===== src/rtl/cfgl_pkg.sv =====
package cfgl_pkg;

  typedef enum logic [2:0] {
    ST_IDLE   = 3'd0,
    ST_RUN    = 3'd1,
    ST_OK     = 3'd2,
    ST_E_INIT = 3'd3,
    ST_E_CRC  = 3'd4,
    ST_E_BUSY = 3'd5,
    ST_E_DONE = 3'd6
  } cfgl_status_e;

  typedef enum logic [2:0] {
    F_IDLE,
    F_PROG,
    F_INIT_HI,
    F_SETTLE,
    F_CHECK,
    F_CLK_LO,
    F_BUSY,
    F_FINISH
  } cfgl_fsm_e;

  function automatic int unsigned max_u(input int unsigned a, input int unsigned b);
    return (a > b) ? a : b;
  endfunction

endpackage


===== src/rtl/cfgl_timer.sv =====
module cfgl_timer #(
  parameter int unsigned W = 8
) (
  input  logic         clk_i,
  input  logic         rst_ni,
  input  logic         clr_i,
  output logic [W-1:0] cnt_o
);

  logic [W-1:0] cnt_q;

  always_ff @(posedge clk_i or negedge rst_ni) begin
    if (!rst_ni)             cnt_q <= '0;
    else if (clr_i)          cnt_q <= '0;
    else if (cnt_q != '1)    cnt_q <= cnt_q + 1'b1;
  end

  assign cnt_o = cnt_q;

endmodule


===== src/rtl/cfgl_bytes.sv =====
module cfgl_bytes #(
  parameter int unsigned W = 16
) (
  input  logic         clk_i,
  input  logic         rst_ni,
  input  logic         load_i,
  input  logic [W-1:0] len_i,
  input  logic         dec_i,
  output logic         empty_o
);

  logic [W-1:0] rem_q;

  always_ff @(posedge clk_i or negedge rst_ni) begin
    if (!rst_ni)      rem_q <= '0;
    else if (load_i)  rem_q <= len_i;
    else if (dec_i)   rem_q <= rem_q - 1'b1;
  end

  assign empty_o = (rem_q == '0);

  AST_NO_UNDERFLOW: assert property (@(posedge clk_i) disable iff (!rst_ni)
    dec_i |-> (rem_q != '0));

endmodule


===== src/rtl/pcfg_loader.sv =====
module pcfg_loader
  import cfgl_pkg::*;
#(
  parameter int unsigned CLK_HZ      = 100_000_000,
  parameter int unsigned CNT_W       = 24,
  parameter int unsigned PROG_CYC    = (CLK_HZ / 1_000_000) * 3 / 10 + 1,
  parameter int unsigned INIT_TO_CYC = CLK_HZ / 2,
  parameter int unsigned SETTLE_CYC  = CLK_HZ / 100,
  parameter int unsigned BUSY_TO_CYC = CLK_HZ / 200,
  parameter int unsigned DONE_TO_CYC = CLK_HZ / 5
) (
  input  logic             clk_i,
  input  logic             rst_ni,
  input  logic             start_i,
  input  logic             busy_en_i,
  input  logic [CNT_W-1:0] byte_cnt_i,
  input  logic             s_valid_i,
  input  logic [7:0]       s_data_i,
  output logic             s_ready_o,
  output logic             prog_n_o,
  input  logic             init_n_i,
  input  logic             done_i,
  input  logic             busy_i,
  output logic             cs_n_o,
  output logic             wr_n_o,
  output logic             cclk_o,
  output logic [7:0]       data_o,
  output logic [2:0]       status_o
);

  localparam int unsigned TMAX  = max_u(max_u(max_u(PROG_CYC, INIT_TO_CYC), max_u(SETTLE_CYC, BUSY_TO_CYC)),
                                        DONE_TO_CYC);
  localparam int unsigned TMR_W = $clog2(TMAX + 1);

  localparam logic [TMR_W-1:0] LIM_PROG = TMR_W'(PROG_CYC - 1);
  localparam logic [TMR_W-1:0] LIM_INIT = TMR_W'(INIT_TO_CYC - 1);
  localparam logic [TMR_W-1:0] LIM_SET  = TMR_W'(SETTLE_CYC - 1);
  localparam logic [TMR_W-1:0] LIM_BUSY = TMR_W'(BUSY_TO_CYC - 1);
  localparam logic [TMR_W-1:0] LIM_DONE = TMR_W'(DONE_TO_CYC - 1);

  cfgl_fsm_e      state_q, state_d;
  cfgl_status_e   status_q, status_d;
  logic           prog_n_q, sel_q, cclk_q;
  logic [7:0]     data_q;
  logic [TMR_W-1:0] tmr_cnt, lim_sel;
  logic           tmr_clr, tmo, prog_min_ok;
  logic           load, empty, ready, accept;

  cfgl_timer #(.W(TMR_W)) u_timer (
    .clk_i  (clk_i),
    .rst_ni (rst_ni),
    .clr_i  (tmr_clr),
    .cnt_o  (tmr_cnt)
  );

  cfgl_bytes #(.W(CNT_W)) u_bytes (
    .clk_i   (clk_i),
    .rst_ni  (rst_ni),
    .load_i  (load),
    .len_i   (byte_cnt_i),
    .dec_i   (accept),
    .empty_o (empty)
  );

  always_comb begin
    unique case (state_q)
      F_SETTLE: lim_sel = LIM_SET;
      F_BUSY:   lim_sel = LIM_BUSY;
      F_FINISH: lim_sel = LIM_DONE;
      default:  lim_sel = LIM_INIT;
    endcase
  end

  assign tmo         = (tmr_cnt >= lim_sel);
  assign prog_min_ok = (tmr_cnt >= LIM_PROG);

  // init is checked before every byte; a failing byte is never consumed
  assign ready  = (state_q == F_CHECK) && !empty && init_n_i;
  assign accept = ready && s_valid_i;

  always_comb begin
    state_d  = state_q;
    status_d = status_q;
    load     = 1'b0;
    unique case (state_q)
      F_IDLE: begin
        if (start_i) begin
          state_d  = F_PROG;
          status_d = ST_RUN;
          load     = 1'b1;
        end
      end
      F_PROG: begin
        if (!init_n_i && prog_min_ok) state_d = F_INIT_HI;
        else if (tmo) begin
          state_d  = F_IDLE;
          status_d = ST_E_INIT;
        end
      end
      F_INIT_HI: begin
        if (init_n_i) state_d = F_SETTLE;
        else if (tmo) begin
          state_d  = F_IDLE;
          status_d = ST_E_INIT;
        end
      end
      F_SETTLE: begin
        if (tmo) state_d = F_CHECK;
      end
      F_CHECK: begin
        if (empty) state_d = F_FINISH;
        else if (!init_n_i) begin
          state_d  = F_IDLE;
          status_d = ST_E_CRC;
        end else if (s_valid_i) state_d = F_CLK_LO;
      end
      F_CLK_LO: begin
        state_d = busy_en_i ? F_BUSY : F_CHECK;
      end
      F_BUSY: begin
        if (!busy_i) state_d = F_CHECK;
        else if (tmo) begin
          state_d  = F_IDLE;
          status_d = ST_E_BUSY;
        end
      end
      F_FINISH: begin
        if (done_i && init_n_i) begin
          state_d  = F_IDLE;
          status_d = ST_OK;
        end else if (tmo) begin
          state_d  = F_IDLE;
          status_d = ST_E_DONE;
        end
      end
      default: state_d = F_IDLE;
    endcase
  end

  assign tmr_clr = (state_d != state_q);

  always_ff @(posedge clk_i or negedge rst_ni) begin
    if (!rst_ni) begin
      state_q  <= F_IDLE;
      status_q <= ST_IDLE;
      prog_n_q <= 1'b1;
      sel_q    <= 1'b0;
      cclk_q   <= 1'b1;
      data_q   <= '0;
    end else begin
      state_q  <= state_d;
      status_q <= status_d;
      prog_n_q <= (state_d != F_PROG);
      sel_q    <= (state_d == F_SETTLE) || (state_d == F_CHECK) ||
                  (state_d == F_CLK_LO) || (state_d == F_BUSY);
      cclk_q   <= (state_d != F_CLK_LO);
      if (accept) data_q <= s_data_i;
    end
  end

  assign s_ready_o = ready;
  assign prog_n_o  = prog_n_q;
  assign cs_n_o    = ~sel_q;
  assign wr_n_o    = ~sel_q;
  assign cclk_o    = cclk_q;
  assign data_o    = data_q;
  assign status_o  = status_q;

  // checker-only width counter for the program pulse
  logic [TMR_W-1:0] prog_w_q;
  always_ff @(posedge clk_i or negedge rst_ni) begin
    if (!rst_ni)               prog_w_q <= '0;
    else if (prog_n_o)         prog_w_q <= '0;
    else if (prog_w_q != '1)   prog_w_q <= prog_w_q + 1'b1;
  end

  AST_PROG_MIN: assert property (@(posedge clk_i) disable iff (!rst_ni)
    $rose(prog_n_o) |-> (prog_w_q >= TMR_W'(PROG_CYC)));

  AST_PROG_QUIET: assert property (@(posedge clk_i) disable iff (!rst_ni)
    !prog_n_o |-> (cs_n_o && cclk_o));

  AST_INIT_ERR_SAFE: assert property (@(posedge clk_i) disable iff (!rst_ni)
    (status_o == ST_E_INIT) |-> (prog_n_o && cs_n_o));

  AST_CCLK_HALF: assert property (@(posedge clk_i) disable iff (!rst_ni)
    !cclk_o |=> cclk_o);

  AST_DATA_HOLD: assert property (@(posedge clk_i) disable iff (!rst_ni)
    $rose(cclk_o) |-> $stable(data_o));

  AST_CCLK_SEL: assert property (@(posedge clk_i) disable iff (!rst_ni)
    !cclk_o |-> (!cs_n_o && !wr_n_o));

  AST_READY_INIT: assert property (@(posedge clk_i) disable iff (!rst_ni)
    s_ready_o |-> init_n_i);

  AST_OK_DONE: assert property (@(posedge clk_i) disable iff (!rst_ni)
    $rose(status_o == ST_OK) |-> $past(done_i && init_n_i));

  AST_OK_RELEASED: assert property (@(posedge clk_i) disable iff (!rst_ni)
    (status_o == ST_OK) |-> (cs_n_o && wr_n_o));

  AST_STATUS_HOLD: assert property (@(posedge clk_i) disable iff (!rst_ni)
    ((status_o >= ST_OK) && !start_i) |=> $stable(status_o));

endmodule


===== config.mk =====
export PLATFORM = sky130hd
export DESIGN_NAME = pcfg_loader
export DESIGN_NICKNAME = d
export VERILOG_FILES = /design/src/rtl/cfgl_pkg.sv /design/src/rtl/cfgl_timer.sv /design/src/rtl/cfgl_bytes.sv /design/src/rtl/pcfg_loader.sv
export SDC_FILE = /design/constraint.sdc
export NUM_CORES = 1
export LEC_CHECK = 0
export CORE_UTILIZATION = 57
export CTS_BUF_LIST = sky130_fd_sc_hd__clkbuf_4
export CTS_CLUSTER_SIZE = 14
export DETAILED_ROUTE_END_ITERATION = 16
export HOLD_SLACK_MARGIN = 0.1
export PLACE_DENSITY = 0.86
export SLEW_MARGIN = 10
export SYNTH_ARGS = -nofsm -noshare
export SYNTH_HDL_FRONTEND = slang
export SYNTH_SLANG_ARGS = --single-unit

===== constraint.sdc =====
create_clock -name clk_i -period 5.25 [get_ports clk_i]
set_input_delay 1.05 -clock clk_i [delete_from_list [all_inputs] [get_ports clk_i]]
set_output_delay 1.05 -clock clk_i [all_outputs]
set_load 0.02 [all_outputs]

==> Yosys cells after proc, flatten, opt, wreduce, memory -nomap -nowiden <==
Index checks and enable logic that the tools add are counted.
Widths: inputs -> output; s select.
{ "classes": {"addsub": 2, "order_cmp": 2, "n_eq_ne": 23, "n_mux": 30, "bitwise": 1, "reduce_logical": 16} }
{ "op_table": {"columns": ["op", "count"], "rows": [
  ["$pmux 26 s3", 1],
  ["$mux 3", 20],
  ["$mux 26", 2],
  ["$mux 24", 2],
  ["$add 26x1->26 const B", 1],
  ["$ge 26x26->1", 1],
  ["$ge 26x5->1 const B", 1],
  ["$ne 26x26->1 const B", 1],
  ["$logic_not 24->1", 1],
  ["$pmux 3 s8", 1],
  ["$sub 24x1->24 const B", 1],
  ["$eq 3x3->1 const B", 7],
  ["$pmux 3 s6", 1],
  ["$ne 2x2->1 const B", 7],
  ["$eq 3x2->1 const B", 3],
  ["$reduce_and 9->1", 1],
  ["$ne 3x3->1 const B", 2],
  ["$reduce_bool 6->1", 1],
  ["$logic_and 1x1->1", 5],
  ["$reduce_bool 2->1", 2],
  ["$eq 3x1->1 const B", 1],
  ["$logic_not 3->1", 1],
  ["$logic_or 1x1->1", 3],
  ["$ne 3x1->1 const B", 1],
  ["other kinds (5)", 7]
]} }
{ "totals": {"register_bits": 67, "input_bits": 40, "out_inout_bits": 16, "wordCells": 82} }

==> Logic depth before layout (Yosys ltp) <==
{ "logic_depth": {"word_depth": 10, "mapped_depth": 18, "ltp_nobuf": 15} }

==> Hierarchy <==
From an unflattened synthesis, not the netlist that was laid out.
{ "hier_totals": {"hier_cells": 497, "area_unflattened_um2": 4529.3} }
{ "modules_own_cells": {"columns": ["mod", "instances", "cells_each", "area_each_um2", "seq_area_each_um2"], "rows": [
  ["pcfg_loader", 1, 182, 1590.3, 427.9],
  ["cfgl_timer", 1, 158, 1530.2, 650.6],
  ["cfgl_bytes", 1, 157, 1408.9, 600.6]
]} }

==> Worst setup path after synthesis <==
Ideal clock, no wire load.
{ "synth_path": {"kind": "reg-to-reg", "start": "register state_q[1]", "end": "register data_q[2], in the netlist data_o[2]", "setup_ns": 0.125, "arrival_ns": 3.530, "required_time_ns": 5.125, "setup_slack_ns": 1.596, "stages_incl_launch_ff": 14, "n_path_buf": 3, "synth_period_minus_slack_ns": 3.654, "path_cell_list": "dfrtp_1 > clkbuf_1 > nand2_1 > or2_2 > clkbuf_1 > nand2_1 > ha_1 > and4_1 > or4b_1 > a311o_1 > a32o_1 > o2111ai_4 > buf_2 > mux2_2"} }
{ "synth_via": {"elab_chain_len": 4} }
{ "synth_rtl": {"columns": ["item", "line", "source"], "rows": [
  ["from (decl)", "pcfg_loader.sv:41", "cfgl_fsm_e state_q, state_d;"],
  ["from (signal assigned)", "pcfg_loader.sv:151", "state_q <= state_d;"],
  ["$eq 3x3->1", "pcfg_loader.sv:78", "assign ready = (state_q == F_CHECK) && !empty && init_n_i;"],
  ["$logic_and 1x1->1 (2 in a row)", "pcfg_loader.sv:78", null],
  ["$logic_and 1x1->1", "pcfg_loader.sv:79", "assign accept = ready && s_valid_i;"],
  ["to (signal assigned)", "pcfg_loader.sv:157", "if (accept) data_q <= s_data_i;"],
  ["to (decl)", "pcfg_loader.sv:44", "logic [7:0] data_q;"]
]} }
No other way between the ends.
A chain may end at the register's enable or synchronous reset.

==> Worst setup path in the final report <==
{ "layout_path": {"start": "register state_q[0]", "end": "register u_bytes.rem_q[17]"} }
{ "layout_via": {"elab_chain_len": 5, "word_cells_on_any_way": 8, "cone_classes": "eq/ne (1); mux (2); reduce/logical (5)"} }
{ "layout_rtl": {"columns": ["item", "line", "source"], "rows": [
  ["$eq 3x3->1", "pcfg_loader.sv:78", null],
  ["$logic_and 1x1->1 (2 in a row)", "pcfg_loader.sv:78", null],
  ["$logic_and 1x1->1", "pcfg_loader.sv:79", null],
  ["$reduce_bool 2->1 (no line)", null, null],
  ["to (signal assigned)", "cfgl_bytes.sv:16", "else if (load_i) rem_q <= len_i;"],
  ["to (signal assigned)", "cfgl_bytes.sv:17", "else if (dec_i) rem_q <= rem_q - 1'b1;"],
  ["to (decl)", "cfgl_bytes.sv:12", "logic [W-1:0] rem_q;"]
]} }
Parallel ways exist; a longest one is shown, timed or not.

==> metrics.md <==
| Metric | Value |
|---|---|
| FFs w/ async S/R, synth | `100%` |
| Clock power frac | `a little under a fifth` |
| Setup TNS Final | `0 ps` |
| Fin crit share | `between 80 and 90%` |
| Worst-margin pin slew | `996 ps` |
| CP required | `around 5500 ps` |
| Pre-Repair DR Iteration Count | `5` |
| Antenna diode count | `0` |
| Final min period | `4420 ps` |
| CTS Buffer Depth | `2` |
| Worst setup SP type | `register` |
| Most common cell after layout, fill and taps aside | `dfrtp_1` |
| Area Overhead vs Synth | `18.1%` |
| Max VDD drop | `about 0.28 mV` |
| Status | `finished clean` |
| Post-synth cell types | `54` |
| Core area | `between 0.006 and 0.007 mm²` |
| Detailed Place HPWL | `about 6.6 mm` |
| Max Freq | `roughly 230 MHz` |
| Most frequent cells in the layout | `dfrtp_1, nor2_1, clkdlybuf4s50_1` |
| GRT overflow | `0` |
| Max Slew Vio Count | `0` |
| Via count | `between 3000 and 4000` |
| Yosys warning count | `0` |
| First-pass GRT wire length | `15.4 mm` |
| Die height | `87.5 µm` |
| Max Cap Viol | `0` |
| Worst hold path type | `reg2reg` |
| Most used flip-flop cell after synthesis | `dfrtp_1` |
| Vias in the first global route | `3398` |
| Die area | `0.00766 mm²` |
| IO Port Bufs | `between 50 and 60` |
| Max Clock Skew | `just under 20 ps` |
| Share of the synthesized area in the top cell type | `about two fifths` |
| Post-synth EDFFs | `0` |
| Worst-Skew Late Latency | `between 400 and 500 ps` |
| Sink Count | `67` |
| Worst path max stage delay | `680 ps` |
| Sequential fraction of the synthesis area | `between 40% and 50%` |
| Post-DP Area | `between 0.004 and 0.005 mm²` |
| Top post-synthesis cells by area | `dfrtp_1, ha_1, xnor2_1` |
| Width of the die | `approximately 88 µm` |
| Syn Area/Cell | `roughly 9.1 µm²` |
| GPL Wtd Cong | `0.895` |
| Leakage | `0.00203 µW` |
| CTS Hold Buffers Added | `0` |
| TritonCTS clock tree | `built` |
| RSZ-0062 raised after global routing | `no` |
| Worst path slowest cell | `dfrtp_1` |
| Fin area | `between 0.004 and 0.005 mm²` |
| Initial DRC count | `about 260` |
| Storage cell area | `0.00168 mm²` |
| Final wirelength | `approximately 9.5 mm` |
| Critical path endpoint category | `register` |
| Tot GR Track Use | `roughly a quarter` |
| Crit Path Class | `reg2reg` |
| Seq cells post-synth | `between 60 and 70` |
| CTS root buf | `clkbuf_4` |
| Crit path max-delay family | `compound AO/OA/AOI/OAI gates` |
| DRC Markers | `0` |
| Share of layout cells above drive strength 1 | `under 10%` |
| Combinational share of power | `40.6%` |
| Final hold violations | `0` |
| Sw Pwr | `820 µW` |
| Crit Path Max Fanout | `35` |
| Area of the multi-input gates | `0.00233 mm²` |
| Vias per inst | `5.92` |
| CTS clock-pin slew for the worst setup and hold paths | `approximately 130 ps` |
| Final total power | `2060 µW` |
| Routed len/inst | `15.5 µm` |
| Critical path arrival | `4710 ps` |
| H-tree depth | `3` |
| Fillers | `528` |
| Initial Utilization | `60.0%` |
| Area of the mapped netlist | `0.00417 mm²` |
| Crit-path cells | `nand2_1 -> or2_2 -> nand2_1 -> ha_1 -> a21o_1 -> a21o_1 -> a32oi_1 -> nand2_1 -> o31ai_2 -> o2111ai_4 -> nor4b_1 -> xnor2_1 -> o21ai_0` |
| Number of CTS-inserted buffers | `9` |
| Synthesized net count | `524` |
| Most area-hungry cell type in the Yosys netlist | `dfrtp_1` |
| WP buf/inv | `0` |
| Switch share | `between 30% and 40%` |
| Mapped Cells | `460` |
| I/O pin total | `56` |
| Share of power burned in registers | `roughly two fifths` |
| Rel. slew slack | `approximately 34%` |
| Fin nets | `roughly 570` |
| Count of final setup violators | `0` |
| Most frequent CP cell | `nand2_1` |
| Post-CTS setup buffer count | `0` |
| Post-CTS sizing | `0` |
| Pin count of the biggest net entering global routing | `68` |
| Pwr Density | `roughly 420 mW/mm²` |
| Post-DRT Antenna Nets | `0` |
| Initial antenna violation count | `0` |
| Cell internal pwr | `1240 µW` |
| Cell Rows | `30` |
[state kept, by name (all words and copies together) (netlist names)]
name and flops:
u_bytes.rem_q 24, status_o 3, sel_q 1, prog_n_o 1, u_timer.cnt_o 26, data_o 8, state_q 3, cclk_o 1
[synthesized netlist by cell type, types with 2 or more instances]
cell and n:
nand2_1 52, a21o_1 3, or4_1 6, and4_1 6, nor4b_1 4, nor2_1 57, ha_1 24, o31ai_1 2
nand4_1 13, clkbuf_1 14, a211oi_1 3, o21ai_1 9, and2_1 3, nor2b_1 2, o311ai_0 2, and3_1 4
inv_1 18, nor3_1 15, dfstp_2 2, dfrtp_1 65, a21oi_1 16, nor4_2 4, or2_2 4, or3_1 7
buf_6 2, mux2_2 10, o211ai_1 2, xnor2_1 32, buf_2 3, nand3_1 10, xor2_1 15, o21ai_0 21
nor4_1 7, a31oi_1 3
[cell type report]
class                   instances  area share [%]
clock inverters                 7            1.88
well taps                      96            2.44
multi-input cells             354            47.2
clock buffers                   9            1.37
inverters                      19            1.45
repair buffers                 58            11.5
flip-flops and latches         67            34.1
[final timing paths]
check | slack [ps] | cells past startpoint | to | start
min in group asynchronous | 800 | 2 | u_timer.cnt_o[22] | rst_ni
setup / recovery | 830 | 13 | u_bytes.rem_q[17] | state_q[0]
max in group asynchronous | 3870 | 2 | u_bytes.rem_q[5] | rst_ni
hold / removal | 510 | 1 | u_bytes.rem_q[15] | u_bytes.rem_q[15]
setup reg to reg | 830 | 13 | u_bytes.rem_q[17] | state_q[0]
hold reg to reg | 510 | 1 | u_bytes.rem_q[15] | u_bytes.rem_q[15]
[routing by layer]
layer  GRT usage [%]  share of wire (%)  routed length (µm)  vias to the layer above
li1                -                  -                   -                     1731
met1            35.3                 46                4300                     1693
met2            41.6                 46                4350                      172
met3            4.64                6.8                 641                       15
met4            9.99                1.7                 164                        0
met5               0                  0                   0                        -
[worst reg2reg max path, stage by stage, from the launching register on]
cell	delay (ps)
dfrtp_1	680
nand2_1	170
or2_2	360
nand2_1	200
ha_1	290
a21o_1	200
a21o_1	170
a32oi_1	200
nand2_1	170
o31ai_2	440
o2111ai_4	570
nor4b_1	510
xnor2_1	190
o21ai_0	120
[cell families after synthesis]
| group | count (synthesis) | share of synthesized area (%) |
|---|---|---|
| flops | 67 | 40.3 |
| compound gates | 74 | 11.6 |
| simple gates | 199 | 24.2 |
| mux | 10 | 2.70 |
| fa+ha+maj | 24 | 7.20 |
| buf+inv | 39 | 4.05 |
| xor+xnor | 47 | 9.87 |
[per-stage QoR]
step / worst slack, ps / std cells / utilization [%] / hold WS, ps
2_1_floorplan: 1600 / 460 / - / 450
3_3_place_gp: 1070 / 594 / 68.6 / 472
3_5_place_dp: 916 / 594 / 68.6 / 474
4_1_cts: 920 / 610 / 70.9 / 499
5_1_grt: 615 / 610 / 70.9 / 528
6_report: 834 / 610 / 70.9 / 506
[power groups by stage]
stage / Sequential [µW] / Clock [µW] / Combinational, µW
3_5_place_dp: 833 / 0 / 821
6_report: 830 / 396 / 837
4_1_cts: 826 / 398 / 829
5_1_grt: 850 / 420 / 927
3_3_place_gp: 825 / 0 / 790
2_1_floorplan: 839 / 0 / 545
No activity file was read; power rests on OpenSTA's default activity.
